--- src/rtl/mon_irq_pkg.sv ---
package mon_irq_pkg;

   // width of the temperature status group for a given remote channel count
   function automatic int temp_w(input int n_remote);
      return 2 * n_remote + 2;
   endfunction

   // bit index of the thermal trip flag in the temperature group
   function automatic int therm_bit(input int n_remote);
      return n_remote + 1;
   endfunction

   // one-hot read strobe lanes
   localparam int RD_TEMP = 0;
   localparam int RD_TACH = 1;
   localparam int RD_VOLT = 2;
   localparam int RD_W    = 3;

   typedef struct packed {
      logic en;
      logic clr;
   } irq_cfg_t;

   localparam irq_cfg_t CFG_RESET = '{en: 1'b0, clr: 1'b1};

endpackage

--- src/rtl/mon_win_xing.sv ---
// Per-channel window crossing detector: pulses when a reading leaves its window.
module mon_win_xing #(
   parameter int N  = 1,
   parameter int TW = 8
) (
   input  logic            clk,
   input  logic            rst_n,
   input  logic [N*TW-1:0] rd_val,
   input  logic [N*TW-1:0] lim_lo,
   input  logic [N*TW-1:0] lim_hi,
   output logic [N-1:0]    leave
);

   logic [N-1:0] outside_now;
   logic [N-1:0] outside_q;

   for (genvar k = 0; k < N; k++) begin : g_ch
      logic [TW-1:0] v, lo, hi;
      assign v  = rd_val[k*TW +: TW];
      assign lo = lim_lo[k*TW +: TW];
      assign hi = lim_hi[k*TW +: TW];
      assign outside_now[k] = (v < lo) || (v > hi);
   end

   always_ff @(posedge clk or negedge rst_n) begin
      if (!rst_n) outside_q <= '0;
      else        outside_q <= outside_now;
   end

   assign leave = outside_now & ~outside_q;

endmodule

--- src/rtl/mon_stat_reg.sv ---
// Latched status group: set by events, emptied by a read strobe; events win.
module mon_stat_reg #(
   parameter int W = 6
) (
   input  logic         clk,
   input  logic         rst_n,
   input  logic [W-1:0] set_i,
   input  logic         rd_clr,
   output logic [W-1:0] q
);

   logic [W-1:0] keep;

   assign keep = rd_clr ? '0 : q;

   always_ff @(posedge clk or negedge rst_n) begin
      if (!rst_n) q <= '0;
      else        q <= keep | set_i;
   end

endmodule

--- src/rtl/mon_cfg_reg.sv ---
// Enable / clear gate register with defined reset values.
module mon_cfg_reg
   import mon_irq_pkg::*;
(
   input  logic     clk,
   input  logic     rst_n,
   input  logic     we,
   input  irq_cfg_t d,
   output irq_cfg_t q
);

   always_ff @(posedge clk or negedge rst_n) begin
      if (!rst_n)  q <= CFG_RESET;
      else if (we) q <= d;
   end

endmodule

--- src/rtl/mon_ext_sync.sv ---
// Optional synchronizer for the asynchronous external thermal input.
module mon_ext_sync #(
   parameter int STAGES = 0
) (
   input  logic clk,
   input  logic rst_n,
   input  logic a_n,
   output logic y_n
);

   if (STAGES > 4) begin : g_bad_stages
      $error("mon_ext_sync: STAGES must be 0..4");
   end

   if (STAGES == 0) begin : g_direct
      assign y_n = a_n;
   end else begin : g_chain
      logic [STAGES-1:0] sh;
      always_ff @(posedge clk or negedge rst_n) begin
         if (!rst_n) sh <= '1;
         else        sh <= {sh[STAGES-2 >= 0 ? STAGES-2 : 0 : 0], a_n};
      end
      assign y_n = sh[STAGES-1];
   end

endmodule

--- src/rtl/mon_irq_agg.sv ---
module mon_irq_agg
   import mon_irq_pkg::*;
#(
   parameter int TW          = 8,
   parameter int N_REMOTE    = 2,
   parameter int N_TACH      = 6,
   parameter int N_VOLT      = 6,
   parameter int EXT_SYNC    = 0
) (
   input  logic                              clk,
   input  logic                              rst_n,
   input  logic [TW-1:0]                     loc_temp,
   input  logic [TW-1:0]                     loc_lo,
   input  logic [TW-1:0]                     loc_hi,
   input  logic [N_REMOTE*TW-1:0]            rem_temp,
   input  logic [TW-1:0]                     rem_lo,
   input  logic [TW-1:0]                     rem_hi,
   input  logic                              trip_hit,
   input  logic                              ext_therm_n,
   input  logic [N_REMOTE-1:0]               diode_fault,
   input  logic [N_TACH-1:0]                 tach_err_in,
   input  logic [N_TACH-1:0]                 tach_disable,
   input  logic [N_VOLT-1:0]                 volt_err_in,
   input  logic [temp_w(N_REMOTE)-1:0]       temp_mask,
   input  logic [N_TACH-1:0]                 tach_mask,
   input  logic [N_VOLT-1:0]                 volt_mask,
   input  logic                              cfg_we,
   input  logic                              cfg_en_d,
   input  logic                              cfg_clr_d,
   input  logic [RD_W-1:0]                   rd_stb,
   output logic [temp_w(N_REMOTE)-1:0]       temp_status,
   output logic [N_TACH-1:0]                 tach_status,
   output logic [N_VOLT-1:0]                 volt_status,
   output logic                              irq_oe,
   output logic                              irq_o
);

   localparam int TSW    = temp_w(N_REMOTE);
   localparam int TH_BIT = therm_bit(N_REMOTE);
   localparam int NWIN   = N_REMOTE + 1;

   // elaboration-time parameter checks
   if (TW < 2) begin : g_bad_tw
      $error("mon_irq_agg: TW must be at least 2");
   end
   if (N_REMOTE < 1) begin : g_bad_rem
      $error("mon_irq_agg: N_REMOTE must be at least 1");
   end
   if (N_TACH < 1 || N_VOLT < 1) begin : g_bad_grp
      $error("mon_irq_agg: tachometer and voltage groups need at least one input");
   end

   // ---------------- window crossing (local + remotes) ----------------
   logic [NWIN*TW-1:0] win_val, win_lo, win_hi;
   logic [NWIN-1:0]    win_leave;

   assign win_val[TW-1:0] = loc_temp;
   assign win_lo[TW-1:0]  = loc_lo;
   assign win_hi[TW-1:0]  = loc_hi;
   for (genvar k = 0; k < N_REMOTE; k++) begin : g_rem_map
      assign win_val[(k+1)*TW +: TW] = rem_temp[k*TW +: TW];
      assign win_lo[(k+1)*TW +: TW]  = rem_lo;
      assign win_hi[(k+1)*TW +: TW]  = rem_hi;
   end

   mon_win_xing #(.N(NWIN), .TW(TW)) u_xing (
      .clk    (clk),
      .rst_n  (rst_n),
      .rd_val (win_val),
      .lim_lo (win_lo),
      .lim_hi (win_hi),
      .leave  (win_leave)
   );

   // ---------------- thermal trip source ----------------
   logic ext_n_s;
   logic therm_cond;

   mon_ext_sync #(.STAGES(EXT_SYNC)) u_ext (
      .clk   (clk),
      .rst_n (rst_n),
      .a_n   (ext_therm_n),
      .y_n   (ext_n_s)
   );

   assign therm_cond = trip_hit | ~ext_n_s;

   // ---------------- event vectors per group ----------------
   logic [TSW-1:0]    temp_set;
   logic [N_TACH-1:0] tach_set;
   logic [N_VOLT-1:0] volt_set;

   assign temp_set = {diode_fault, therm_cond, win_leave};
   assign tach_set = tach_err_in & ~tach_disable;
   assign volt_set = volt_err_in;

   // ---------------- status registers ----------------
   mon_stat_reg #(.W(TSW)) u_st_temp (
      .clk    (clk),
      .rst_n  (rst_n),
      .set_i  (temp_set),
      .rd_clr (rd_stb[RD_TEMP]),
      .q      (temp_status)
   );

   mon_stat_reg #(.W(N_TACH)) u_st_tach (
      .clk    (clk),
      .rst_n  (rst_n),
      .set_i  (tach_set),
      .rd_clr (rd_stb[RD_TACH]),
      .q      (tach_status)
   );

   mon_stat_reg #(.W(N_VOLT)) u_st_volt (
      .clk    (clk),
      .rst_n  (rst_n),
      .set_i  (volt_set),
      .rd_clr (rd_stb[RD_VOLT]),
      .q      (volt_status)
   );

   // ---------------- configuration gate ----------------
   irq_cfg_t cfg_q;
   irq_cfg_t cfg_d;
   logic     cfg_en_q, cfg_clr_q;

   assign cfg_d = '{en: cfg_en_d, clr: cfg_clr_d};

   mon_cfg_reg u_cfg (
      .clk   (clk),
      .rst_n (rst_n),
      .we    (cfg_we),
      .d     (cfg_d),
      .q     (cfg_q)
   );

   assign cfg_en_q  = cfg_q.en;
   assign cfg_clr_q = cfg_q.clr;

   // ---------------- masking and pin ----------------
   // thermal trip and diode fault bits ignore their mask bits
   logic [TSW-1:0] temp_mask_eff;
   for (genvar b = 0; b < TSW; b++) begin : g_tmask
      if (b >= TH_BIT) begin : g_unmaskable
         assign temp_mask_eff[b] = 1'b0;
      end else begin : g_maskable
         assign temp_mask_eff[b] = temp_mask[b];
      end
   end

   logic any_pending;
   assign any_pending = |(temp_status & ~temp_mask_eff)
                      | |(tach_status & ~tach_mask)
                      | |(volt_status & ~volt_mask);

   assign irq_oe = cfg_en_q & ~cfg_clr_q & any_pending;
   assign irq_o  = 1'b0;

endmodule

--- config.mk ---
export PLATFORM = sky130hd
export DESIGN_NAME = mon_irq_agg
export DESIGN_NICKNAME = d
export VERILOG_FILES = /design/src/rtl/mon_irq_pkg.sv /design/src/rtl/mon_win_xing.sv /design/src/rtl/mon_stat_reg.sv /design/src/rtl/mon_cfg_reg.sv /design/src/rtl/mon_ext_sync.sv /design/src/rtl/mon_irq_agg.sv
export SDC_FILE = /design/constraint.sdc
export NUM_CORES = 1
export LEC_CHECK = 0
export BUFFER_PORTS_ARGS = -buffer_cell sky130_fd_sc_hd__buf_2
export CAP_MARGIN = 15
export CORE_AREA = 3 3 76 78
export CTS_BUF_LIST = sky130_fd_sc_hd__clkbuf_16
export DETAILED_ROUTE_END_ITERATION = 10
export DIE_AREA = 0 0 79 81
export PLACE_DENSITY = 0.85
export SYNTH_ARGS = -nofsm -noshare
export SYNTH_HDL_FRONTEND = slang
export SYNTH_SLANG_ARGS = --single-unit
--- constraint.sdc ---
create_clock -name clk -period 0.8 [get_ports clk]
set_input_delay 0 -clock clk [delete_from_list [all_inputs] [get_ports clk]]
set_output_delay 0 -clock clk [all_outputs]
set_load 0.005 [all_outputs]
After elaboration in Yosys (flattened, before gate mapping)
Index checks and enable logic that the tools add are counted.
- reduce and logical (&&, ||, !) cells: 6
- bitwise operators: 20
- mux-type cells: 3
- magnitude comparators: 6
- operator list (kind ; count):
    $and 6x6->6 ; 4
    $gt 8x8->1 ; 3
    $lt 8x8->1 ; 3
    $mux 6 ; 3
    $not 6->6 ; 3
    $or 6x6->6 ; 3
    $reduce_or 6->1 ; 3
    $not 3->6 ; 1
    $and 3x3->3 ; 1
    $logic_or 1x1->1 ; 3
    $not 3->3 ; 1
    $or 1x1->1 ; 3
    $and 1x1->1 ; 2
    $not 1->1 ; 2
- output and inout port bits: 20
- logic and storage cells: 41
- input port bits: 104
- bits in registers: 23

Longest topological paths before layout
Gate-level depths: netlist of run 1.
- word-level depth: 6
- depth in mapped cells: 7
- gate-level depth less buffers: 7

Hierarchy
A second synthesis of run 1 with hierarchy kept.
- cells, all modules: 237
- area, all modules: 2110.8 µm²
- modules (own cells, without submodules) (module ; times used ; cells an instance ; seq. area each (µm²) ; area each (µm²)):
    mon_win_xing ; 1 ; 159 ; 75.1 ; 1236.2
    mon_stat_reg ; 3 ; 13 ; 150.1 ; 198.9
    mon_irq_agg ; 1 ; 34 ; 0.0 ; 196.4
    mon_cfg_reg ; 1 ; 4 ; 51.3 ; 73.8
    mon_ext_sync ; 1 ; 1 ; 0.0 ; 7.5

Least setup slack after synthesis of run 1
OpenSTA, ideal clock, no wires.
- kind: input -> register
- start: input port rem_hi[1]
- end: register u_st_temp.q[1]
- data required time: 0.666 ns
- data arrival time: 1.029 ns
- library setup time: 0.134 ns
- setup slack: -0.363 ns
- cell stages on the path: 7
- path buffers: 0
- cell sequence: inv_1 -> ha_1 -> nor2b_4 -> o211ai_2 -> a21oi_2 -> a2111oi_4 -> o311ai_1
- word-level cells in the longest chain between the ends: 4
- ends and longest elaborated chain (item ; line ; source):
    start: declaration ; mon_irq_agg.sv:17 ; input logic [TW-1:0] rem_hi,
    $gt 8x8->1 ; mon_win_xing.sv:22 ; assign outside_now[k] = (v < lo) || (v > hi);
    $logic_or 1x1->1 ; mon_win_xing.sv:22 ;
    $and 3x3->3 ; mon_win_xing.sv:30 ; assign leave = outside_now & ~outside_q;
    $or 6x6->6 ; mon_stat_reg.sv:18 ; else q <= keep | set_i;
    end signal: assignment ; mon_stat_reg.sv:18 ;
    end: declaration ; mon_stat_reg.sv:9 ; output logic [W-1:0] q
Every way passes these cells.
A chain may end at the register's enable or synchronous reset.

Final worst setup path of run 1
- start: register u_st_temp.q[2]
- end: output port irq_oe
- word-level cells in the longest chain between the ends: 5
- ends and longest elaborated chain (item ; line ; source):
    $and 6x6->6 ; mon_irq_agg.sv:152 ; assign any_pending = |(temp_status & ~temp_mask_eff)
    $reduce_or 6->1 ; mon_irq_agg.sv:152 ;
    $or 1x1->1 ; mon_irq_agg.sv:153 ; | |(tach_status & ~tach_mask)
    $or 1x1->1 ; mon_irq_agg.sv:154 ; | |(volt_status & ~volt_mask);
    $and 1x1->1 ; mon_irq_agg.sv:156 ; assign irq_oe = cfg_en_q & ~cfg_clr_q & any_pending;
    end: declaration ; mon_irq_agg.sv:34 ; output logic irq_oe,
Every way passes these cells.

==> impl_metrics.yaml, run 1 <==
outcome:
  status: "finished with violations"
  violations: "negative setup slack"
setup_path:
  cp_top_family: "compound AO/OA/AOI/OAI gates"
  critPathMaxFanout: 3
  slowest_delay_ns: 0.43
  crit_chain: "a222oi_1 -> nand4_1 -> and3b_1 -> buf_2"
  worstPathArrival_ns: 1.52
  critPathBufInv: 1
  worstPathRequired_ns: 0.80
  criticalPathCategory: "flop to output pin"
  worst_setup_path_start_kind: "flop"
  crit_slowest_cell: "a222oi_1"
  worst_setup_path_end_kind: "output pin"
synthesis:
  synth_seq_cells: 23
  synth_nets: 383
  synth_area_leaders: "ha_1, dfrtp_1, inv_1"
  synth_top_area_cell: "ha_1"
  syn_avg_cell_area_sq_um: 8.77
  syn-instance-count: 234
  synthDistinctLibCells: 31
  synth_edf_count: 0
  ys.warnings.count: 0
  synth_top_area_share_pct: 27.4
  ys_top_cells_by_count: "inv_1, ha_1, dfrtp_1"
  yosysSeqAreaShare_pct: 28.1
  ys_async_sr_fraction_pct: 100
  synth_flop_cell: "dfrtp_1"
  synth_area_sq_um: 2050
  yosys.cell_count.top_type: "inv_1"
detailed_routing:
  vias: 2320
  drt_iter0_drc: 63
  wl_per_cell_um: 15.3
  ant_nets: 0
  via_per_inst: 5.00
  drc: 0
  dr.pass1.iters: 4
  wirelength_um: 7120
sta:
  setup_violations: 21
  slew_headroom_pct: 65.7
  whs_ns: 0.00730
  worst_pin_slew_ns: 0.514
  fin_crit_sh_pct: 191
  skew_ns: 0.00209
  min_period_ns: 1.52
  grt_setup_unrepaired: "true"
  drv_slew: 0
  setup_ws_ns: -0.724
  setup-tns-final_ns: -2.48
  hold_violations: 0
  fmax_mhz: 656
pwr:
  power_density_nw_per_um2: 1180
  power_mw: 4.19
  peakVddDrop_mv: 0.679
  power_leakage_nw: 1.88
place:
  gp_congestion: 0.795
  hpwlAfterDp_um: 5190
  portBuffers: 119
  post-place-ws_ns: -0.506
cells_and_area:
  drive_gt1_share_pct: 46.7
  layout.nets: 544
  final_util_pct: 68.9
  synthToLayoutAreaGrowth_pct: 72.6
  n_antenna_cell: 0
grt:
  grt_pass1_wl_um: 10800
  grt_pass1_vias: 2418
  grt_max_degree: 24
  grt_use_total_pct: 21.0
  grt-ovfl-total: 0
  grt_antenna_before_repair: 0
die:
  die_h_um: 81
  core-area_sq_um: 5140
  rows: 26
  die_w_um: 79
  start_util_pct: 39.9
  dieArea_sq_um: 6400
  io_pins: 124
clock_network:
  cts_sinks: 23
  clk_pin_slew_ns: 0.06
  cts_max_level: 1
  cts_tree: "yes"
  insertion_delay_ns: 0.25
  clockBufferDepth: 2
  numCtsBuffers: 3
  clockRootBuffer: "clkbuf_16"
hold_path:
  hp-class: "input pin to flop"
job:
  drv_cap: 0
## layout by cell type (no fill, tap or decap), types with 6 or more instances in the layout
cell type / n
a21o_1: 8
a21oi_1: 7
a21oi_2: 11
buf_2: 102
buf_4: 7
buf_6: 26
dfrtp_1: 22
dlygate4sd3_1: 19
ha_1: 36
ha_4: 9
inv_1: 47
nand2_1: 15
nand2b_1: 6
nand4_1: 7
nor2_1: 10
o22ai_1: 10
## final cells by class
type	instances	area [sq um]
clock inverters	1	3.75
inverters	52	208
fillers	388	1600
repair buffers	157	1090
multi-input cells	158	1500
well taps	70	87.6
clock buffers	3	75.1
flip-flops and latches	23	577
## worst min-delay path: cells and delay by family
family / cells / cell delay, ns
buf+inv: 2 / 0.14
compound gates: 1 / 0.07
## logic make-up after synthesis
family,share of synthesized area [%]
AOI/OAI and AO/OA,21.0
adders and majority gates,27.4
buffers and inverters,9.87
DFF,28.1
muxes,1.10
other,0.183
and+or+nand+nor,12.4
## worst paths after layout
kind                       cells after the start                start              to  slack, ns
max reg2reg                                    2       u_st_temp.q[3]  u_st_temp.q[3]      -0.07
max                                            4       u_st_temp.q[2]          irq_oe      -0.72
min reg2reg                                    1  u_xing.outside_q[1]  u_st_temp.q[1]       0.49
max in group asynchronous                      2                rst_n      u_cfg.q[0]       0.17
min                                            3       tach_err_in[1]  u_st_tach.q[1]      0.007
min in group asynchronous                      2                rst_n  u_st_tach.q[1]       0.26
## routing by layer
| metal | share of wire (%) | vias to the layer above | global-route usage [%] | wire [um] |
|---|---|---|---|---|
| met5 | 0 | - | 0 | 0 |
| met4 | 2.0 | 0 | 4.98 | 140 |
| met3 | 7.6 | 12 | 3.88 | 542 |
| met2 | 55 | 99 | 44.0 | 3940 |
| met1 | 35 | 1075 | 20.9 | 2500 |
| li1 | - | 1134 | - | - |
## flip-flops by register name, summed over array words and instances (netlist names)
name,flops
u_xing.outside_q,3
u_st_volt.q,6
u_st_tach.q,6
u_cfg.q,2
u_st_temp.q,6
## metrics by stage
step	cells	cell area, sq um
2_1_floorplan	234	2130
3_5_place_dp	441	2950
6_report	464	3540
3_3_place_gp	441	2950
4_1_cts	464	3390
5_1_grt	464	3540
## repair_timing
item	4_1_cts	5_1_grt
hold buffers	19	0
pin swaps	7	5
endpoints found under the hold margin	39	0
setup endpoints to repair	21	26
setup buffers	1	3
resized for setup	39	32
## power by group
| group | internal, mW | switching, mW |
|---|---|---|
| Combinational | 1.00 | 0.771 |
| Sequential | 1.29 | 0.0834 |
| Clock | 0.665 | 0.375 |
| Total | 2.96 | 1.23 |
No activity file was read; power rests on OpenSTA's default activity.
==> run 2, diff against run 1 <==
- CORE_AREA: 3 3 76 78 -> 3 3 97 62
- DIE_AREA: 0 0 79 81 -> 0 0 100 65
==> impl_metrics.yaml, run 2 (synthesis results as in run 1) <==
clock_network:
  insertion_delay_ns: 0.25
  clk_pin_slew_ns: 0.06
  cts_max_level: 1
  cts_tree: "yes"
  cts_sinks: 23
  numCtsBuffers: 3
  clockRootBuffer: "clkbuf_16"
  clockBufferDepth: 2
sta:
  hold_violations: 0
  min_period_ns: 1.54
  slew_headroom_pct: 66.6
  grt_setup_unrepaired: "true"
  fmax_mhz: 649
  skew_ns: 0.000764
  setup_ws_ns: -0.742
  fin_crit_sh_pct: 193
  whs_ns: 0.00874
  setup_violations: 20
  drv_slew: 0
  worst_pin_slew_ns: 0.501
detailed_routing:
  ant_nets: 0
  drt_iter0_drc: 80
  wirelength_um: 7300
  dr.pass1.iters: 4
  vias: 2306
  drc: 0
  wl_per_cell_um: 15.7
  via_per_inst: 4.96
pwr:
  pwr-share-seq_pct: 32.4
  power_mw: 4.25
  switching_share_pct: 29.3
  peakVddDrop_mv: 0.838
  switching_power_mw: 1.24
  intPower_mw: 3.00
  power_density_nw_per_um2: 1200
  p_comb_share_pct: 42.8
  clkPwrFrac_pct: 24.8
  power_leakage_nw: 1.89
setup_path:
  slowest_delay_ns: 0.41
  reg2regPathDepth: 4
  cp_top_family: "simple AND/OR/NAND/NOR gates"
  worst_setup_path_start_kind: "flop"
  worstPathArrival_ns: 1.54
  criticalPathCategory: "flop to output pin"
  cp-startpoint: "u_st_temp.q[1]"
  worstPathRequired_ns: 0.80
  critPathBufInv: 1
  rr_endpoint: "u_st_temp.q[1]"
  cp_num_cells: 6
  critPathMaxFanout: 2
  worst_setup_path_end_kind: "output pin"
  reg2reg_setup_slack_ns: -0.11
  crit_chain: "nand2b_1 -> o2111ai_1 -> nor3_1 -> nand4_1 -> and3b_1 -> buf_2"
  crit_slowest_cell: "dfrtp_1"
  reg2reg_from: "u_st_temp.q[1]"
  cp-endpoint: "irq_oe"
outcome:
  status: "finished with violations"
  violations: "negative setup slack"
die:
  core-area_sq_um: 5080
  io_pins: 124
  rows: 20
  die_h_um: 65
  start_util_pct: 40.4
  dieArea_sq_um: 6500
  die_w_um: 100
cells_and_area:
  synthToLayoutAreaGrowth_pct: 72.9
  final_common_cell: "buf_2"
  fill_cells: 392
  reg.largest.list: "u_st_tach.q x6, u_st_temp.q x6, u_st_volt.q x6"
  drive_gt1_share_pct: 45.9
  seq_area_sq_um: 577
  multiInputGateArea_sq_um: 1480
  layout.nets: 549
  n_antenna_cell: 0
  layout_common_cells: "buf_2, inv_1, ha_1, buf_6, dfrtp_1"
place:
  gp_congestion: 0.850
  hpwlAfterDp_um: 5650
  portBuffers: 119
grt:
  use_met3_pct: 3.55
  use_met2_pct: 40.4
  grt_use_total_pct: 21.2
  grt_antenna_before_repair: 0
  grt_pass1_vias: 2491
  grt_max_degree: 24
  grt-busiest-layer: "met2"
  grt_use_met1_pct: 25.1
  grt-ovfl-total: 0
  grt_pass1_wl_um: 11000
job:
  drv_cap: 0
hold_path:
  hp-class: "input pin to flop"
[run 2: changes by cell type in the layout (fill, tap and decap cells not counted), sizes merged]
cell / previous run / this run
buf: 138 / 142
dlygate4sd3: 19 / 20
[run 2: power by group through the flow]
| stage | sequential (mW) | combinational [mW] | clock, mW |
|---|---|---|---|
| 2_1_floorplan | 1.39 | 0.658 | 0 |
| 3_3_place_gp | 1.37 | 1.35 | 0 |
| 3_5_place_dp | 1.38 | 1.41 | 0 |
| 4_1_cts | 1.37 | 1.63 | 1.08 |
| 5_1_grt | 1.39 | 2.01 | 1.13 |
| 6_report | 1.38 | 1.82 | 1.05 |
[run 2: how the worst min path moves through the flow]
| stage | slack [ns] | startpoint | depth (start not counted) | to |
|---|---|---|---|---|
| 6_report | 0.009 | tach_err_in[5] | 3 | u_st_tach.q[5] |
| 2_1_floorplan | -0.30 | rst_n | 0 | u_cfg.q[1] |
| 3_3_place_gp | -0.002 | rst_n | 1 | u_st_temp.q[4] |
| 5_1_grt | 0.02 | tach_err_in[4] | 3 | u_st_tach.q[4] |
| 4_1_cts | 0.005 | tach_err_in[5] | 3 | u_st_tach.q[5] |
| 3_5_place_dp | -0.005 | rst_n | 1 | u_st_temp.q[4] |
[run 2: worst min-delay path, stage by stage]
cell and delay, ns:
buf_2 0.09, inv_1 0.05, o22ai_1 0.07
[run 2: per-layer routing]
metal / wire length, um / up-vias
li1: - / 1141
met1: 2970 / 1071
met2: 3800 / 82
met3: 405 / 12
met4: 118 / 0
met5: 0 / -
[run 2: final cells by class]
cell class              count  share of cell area, %
clock buffers               3                   2.11
clock inverters             1                  0.141
multi-input cells         158                   41.6
repair buffers            162                   31.7
inverters                  52                   5.85
flip-flops and latches     23                   16.2
well taps                  66                   2.33
[run 2: what timing repair did]
action                                 in CTS  in global routing
hold buffers                               20                  0
resized for setup                          35                 27
setup endpoints to repair                  18                 26
endpoints found under the hold margin      39                  0
setup buffers                               3                  4
pin swaps                                   7                  3
[run 2: per-stage QoR]
stage                     instance area [sq um]  util [%]  worst slack (ns)  setup TNS [ns]  cells
after floorplan                            2130         -            -0.261           -1.56    234
after global placement                     2950      58.1            -0.526           -3.23    438
after detailed placement                   2950      58.1            -0.528           -3.44    438
after CTS                                  3390      66.8            -0.813           -2.64    464
after global routing                       3550      69.9            -0.837           -3.45    465
final                                      3550      69.9            -0.742           -2.59    465
==> run 3, diff against run 2 <==
- ABC_AREA: default -> 1
- CORE_AREA: 3 3 97 62 -> 3 3 98 63
- DIE_AREA: 0 0 100 65 -> 0 0 101 66
==> impl_metrics.yaml, run 3 <==
outcome:
  status: "finished with violations"
  violations: "negative setup slack"
clock_network:
  cts_max_level: 1
  cts_tree: "yes"
  cts_sinks: 23
  clk_pin_slew_ns: 0.06
  clockBufferDepth: 2
  insertion_delay_ns: 0.25
  clockRootBuffer: "clkbuf_16"
  numCtsBuffers: 3
detailed_routing:
  drt_iter0_drc: 104
  wl_per_cell_um: 13.6
  vias: 2439
  drc: 0
  ant_nets: 0
  wirelength_um: 7150
  dr.pass1.iters: 4
  via_per_inst: 4.65
cells_and_area:
  final_util_pct: 70.2
  layout_common_cells: "buf_2, nand2_1, inv_1, ha_4"
  drive_gt1_share_pct: 49.2
  fill_cells: 412
  reg.largest.list: "u_st_tach.q x6, u_st_temp.q x6, u_st_volt.q x6"
  layout.nets: 605
  fin_cells: 524
  synthToLayoutAreaGrowth_pct: 80.1
  n_antenna_cell: 0
  finalInstanceArea_sq_um: 3800
  final_common_cell: "buf_2"
sta:
  fmax_mhz: 757
  setup_ws_ns: -0.521
  skew_ns: 0.000160
  fin_crit_sh_pct: 165
  min_period_ns: 1.32
  grt_setup_unrepaired: "true"
  slew_headroom_pct: 64.9
  setup-tns-final_ns: -1.39
  hold_violations: 0
  drv_slew: 0
  setup_violations: 14
  worst_pin_slew_ns: 0.527
grt:
  grt_antenna_before_repair: 0
  grt_max_degree: 24
  grt_pass1_vias: 2362
  grt-ovfl-total: 0
  grt_use_total_pct: 19.1
  grt_pass1_wl_um: 10100
synthesis:
  synth_edf_count: 0
  synth_top_area_share_pct: 26.7
  syn-instance-count: 290
  synth_flop_cell: "dfrtp_1"
  ys.warnings.count: 0
  ys_async_sr_fraction_pct: 100
  yosysSeqAreaShare_pct: 27.3
  yosys.cell_count.top_type: "nand2_1"
  ys_top_cells_by_count: "nand2_1, inv_1, ha_1"
  synth_nets: 439
  synthDistinctLibCells: 21
  synth_area_sq_um: 2110
  syn_avg_cell_area_sq_um: 7.27
  synth_area_leaders: "ha_1, dfrtp_1, nand2_1"
  synth_top_area_cell: "ha_1"
  synth_seq_cells: 23
setup_path:
  cp_num_cells: 5
  worst_setup_path_start_kind: "flop"
  critPathBufInv: 1
  cp_top_family: "simple AND/OR/NAND/NOR gates"
  criticalPathCategory: "flop to output pin"
  crit_chain: "nor3_2 -> nand4_1 -> nor2_2 -> nor2_1 -> buf_2"
  critPathMaxFanout: 2
  crit_slowest_cell: "dfrtp_1"
  worstPathRequired_ns: 0.80
  reg2regPathDepth: 3
  rr_endpoint: "u_st_tach.q[1]"
  worstPathArrival_ns: 1.32
  reg2reg_setup_slack_ns: -0.05
  worst_setup_path_end_kind: "output pin"
  slowest_delay_ns: 0.41
  reg2reg_from: "u_st_tach.q[1]"
place:
  post-place-ws_ns: -0.298
  postPlaceCellArea_sq_um: 3200
  hpwlAfterDp_um: 5210
  gp_congestion: 0.835
  portBuffers: 119
  place_inst: 494
hold_path:
  hold_end: "u_st_volt.q[3]"
  hold_path_startpoint: "rd_stb[2]"
  hold_depth: 2
  hp-class: "input pin to flop"
die:
  io_pins: 124
  die_h_um: 66
  dieArea_sq_um: 6670
  start_util_pct: 39.0
  die_w_um: 101
  rows: 21
  core-area_sq_um: 5410
pwr:
  power_leakage_nw: 2.09
  peakVddDrop_mv: 0.926
  power_density_nw_per_um2: 1130
job:
  drv_cap: 0
==> run 3: metrics by stage <==
| stage | power [mW] | hold WS (ns) |
|---|---|---|
| 5_1_grt | 4.61 | 0.00579 |
| 4_1_cts | 4.12 | 0.000283 |
| 6_report | 4.31 | 0.00536 |
| 3_3_place_gp | 2.79 | -0.00333 |
| 3_5_place_dp | 2.85 | -0.00240 |
| 2_1_floorplan | 2.10 | -0.296 |
==> run 3: how the worst max path moves through the flow <==
stage                           to  slack [ns]            from
floorplan           u_st_temp.q[2]       -0.06       rem_hi[5]
global placement    u_st_temp.q[2]       -0.29       rem_hi[5]
detailed placement  u_st_temp.q[2]       -0.30       rem_hi[5]
CTS                         irq_oe       -0.50  u_st_tach.q[2]
global route                irq_oe       -0.58  u_st_tach.q[4]
finish                      irq_oe       -0.52  u_st_temp.q[4]
==> run 3: what timing repair did <==
| item | 4_1_cts | 5_1_grt |
|---|---|---|
| endpoints found under the hold margin | 39 | 0 |
| resized for setup | 21 | 48 |
| pin swaps | 6 | 35 |
| setup endpoints to repair | 14 | 21 |
| setup buffers | 4 | 4 |
| hold buffers | 22 | 0 |
==> run 3: where the power goes <==
part | total, mW | internal, mW | switching [mW]
Sequential | 1.36 | 1.28 | 0.0731
Combinational | 1.90 | 1.03 | 0.871
Clock | 1.05 | 0.666 | 0.384
Total | 4.31 | 2.98 | 1.33
==> run 3: area by class of cell <==
type | instances | area [sq um] | area share (%)
Tap cell | 69 | 86.3 | 2.27
Clock inverter | 1 | 3.75 | 0.0988
Inverter | 74 | 323 | 8.50
Sequential cell | 23 | 577 | 15.2
Clock buffer | 3 | 75.1 | 1.98
Multi-Input combinational cell | 192 | 1640 | 43.1
Timing Repair Buffer | 162 | 1100 | 28.8
==> run 3: cells by family (layout without fill, tap and decap cells) <==
family	count (synthesis)	in the layout	synth area share, %
AO/OA/AOI/OAI	42	42	12.3
adder cells (fa/ha/maj)	45	45	26.7
buffers and inverters	75	240	13.5
flip-flops	23	23	27.3
multiplexers	1	1	0.534
other	1	1	0.178
AND/OR/NAND/NOR	103	103	19.5
==> run 3: layer usage <==
| metal | up-vias | GRT usage, % | wire (um) |
|---|---|---|---|
| li1 | 1237 | - | - |
| met1 | 1084 | 23.1 | 2920 |
| met2 | 94 | 33.5 | 3560 |
| met3 | 24 | 3.69 | 414 |
| met4 | 0 | 7.13 | 247 |
| met5 | - | 0 | 0 |
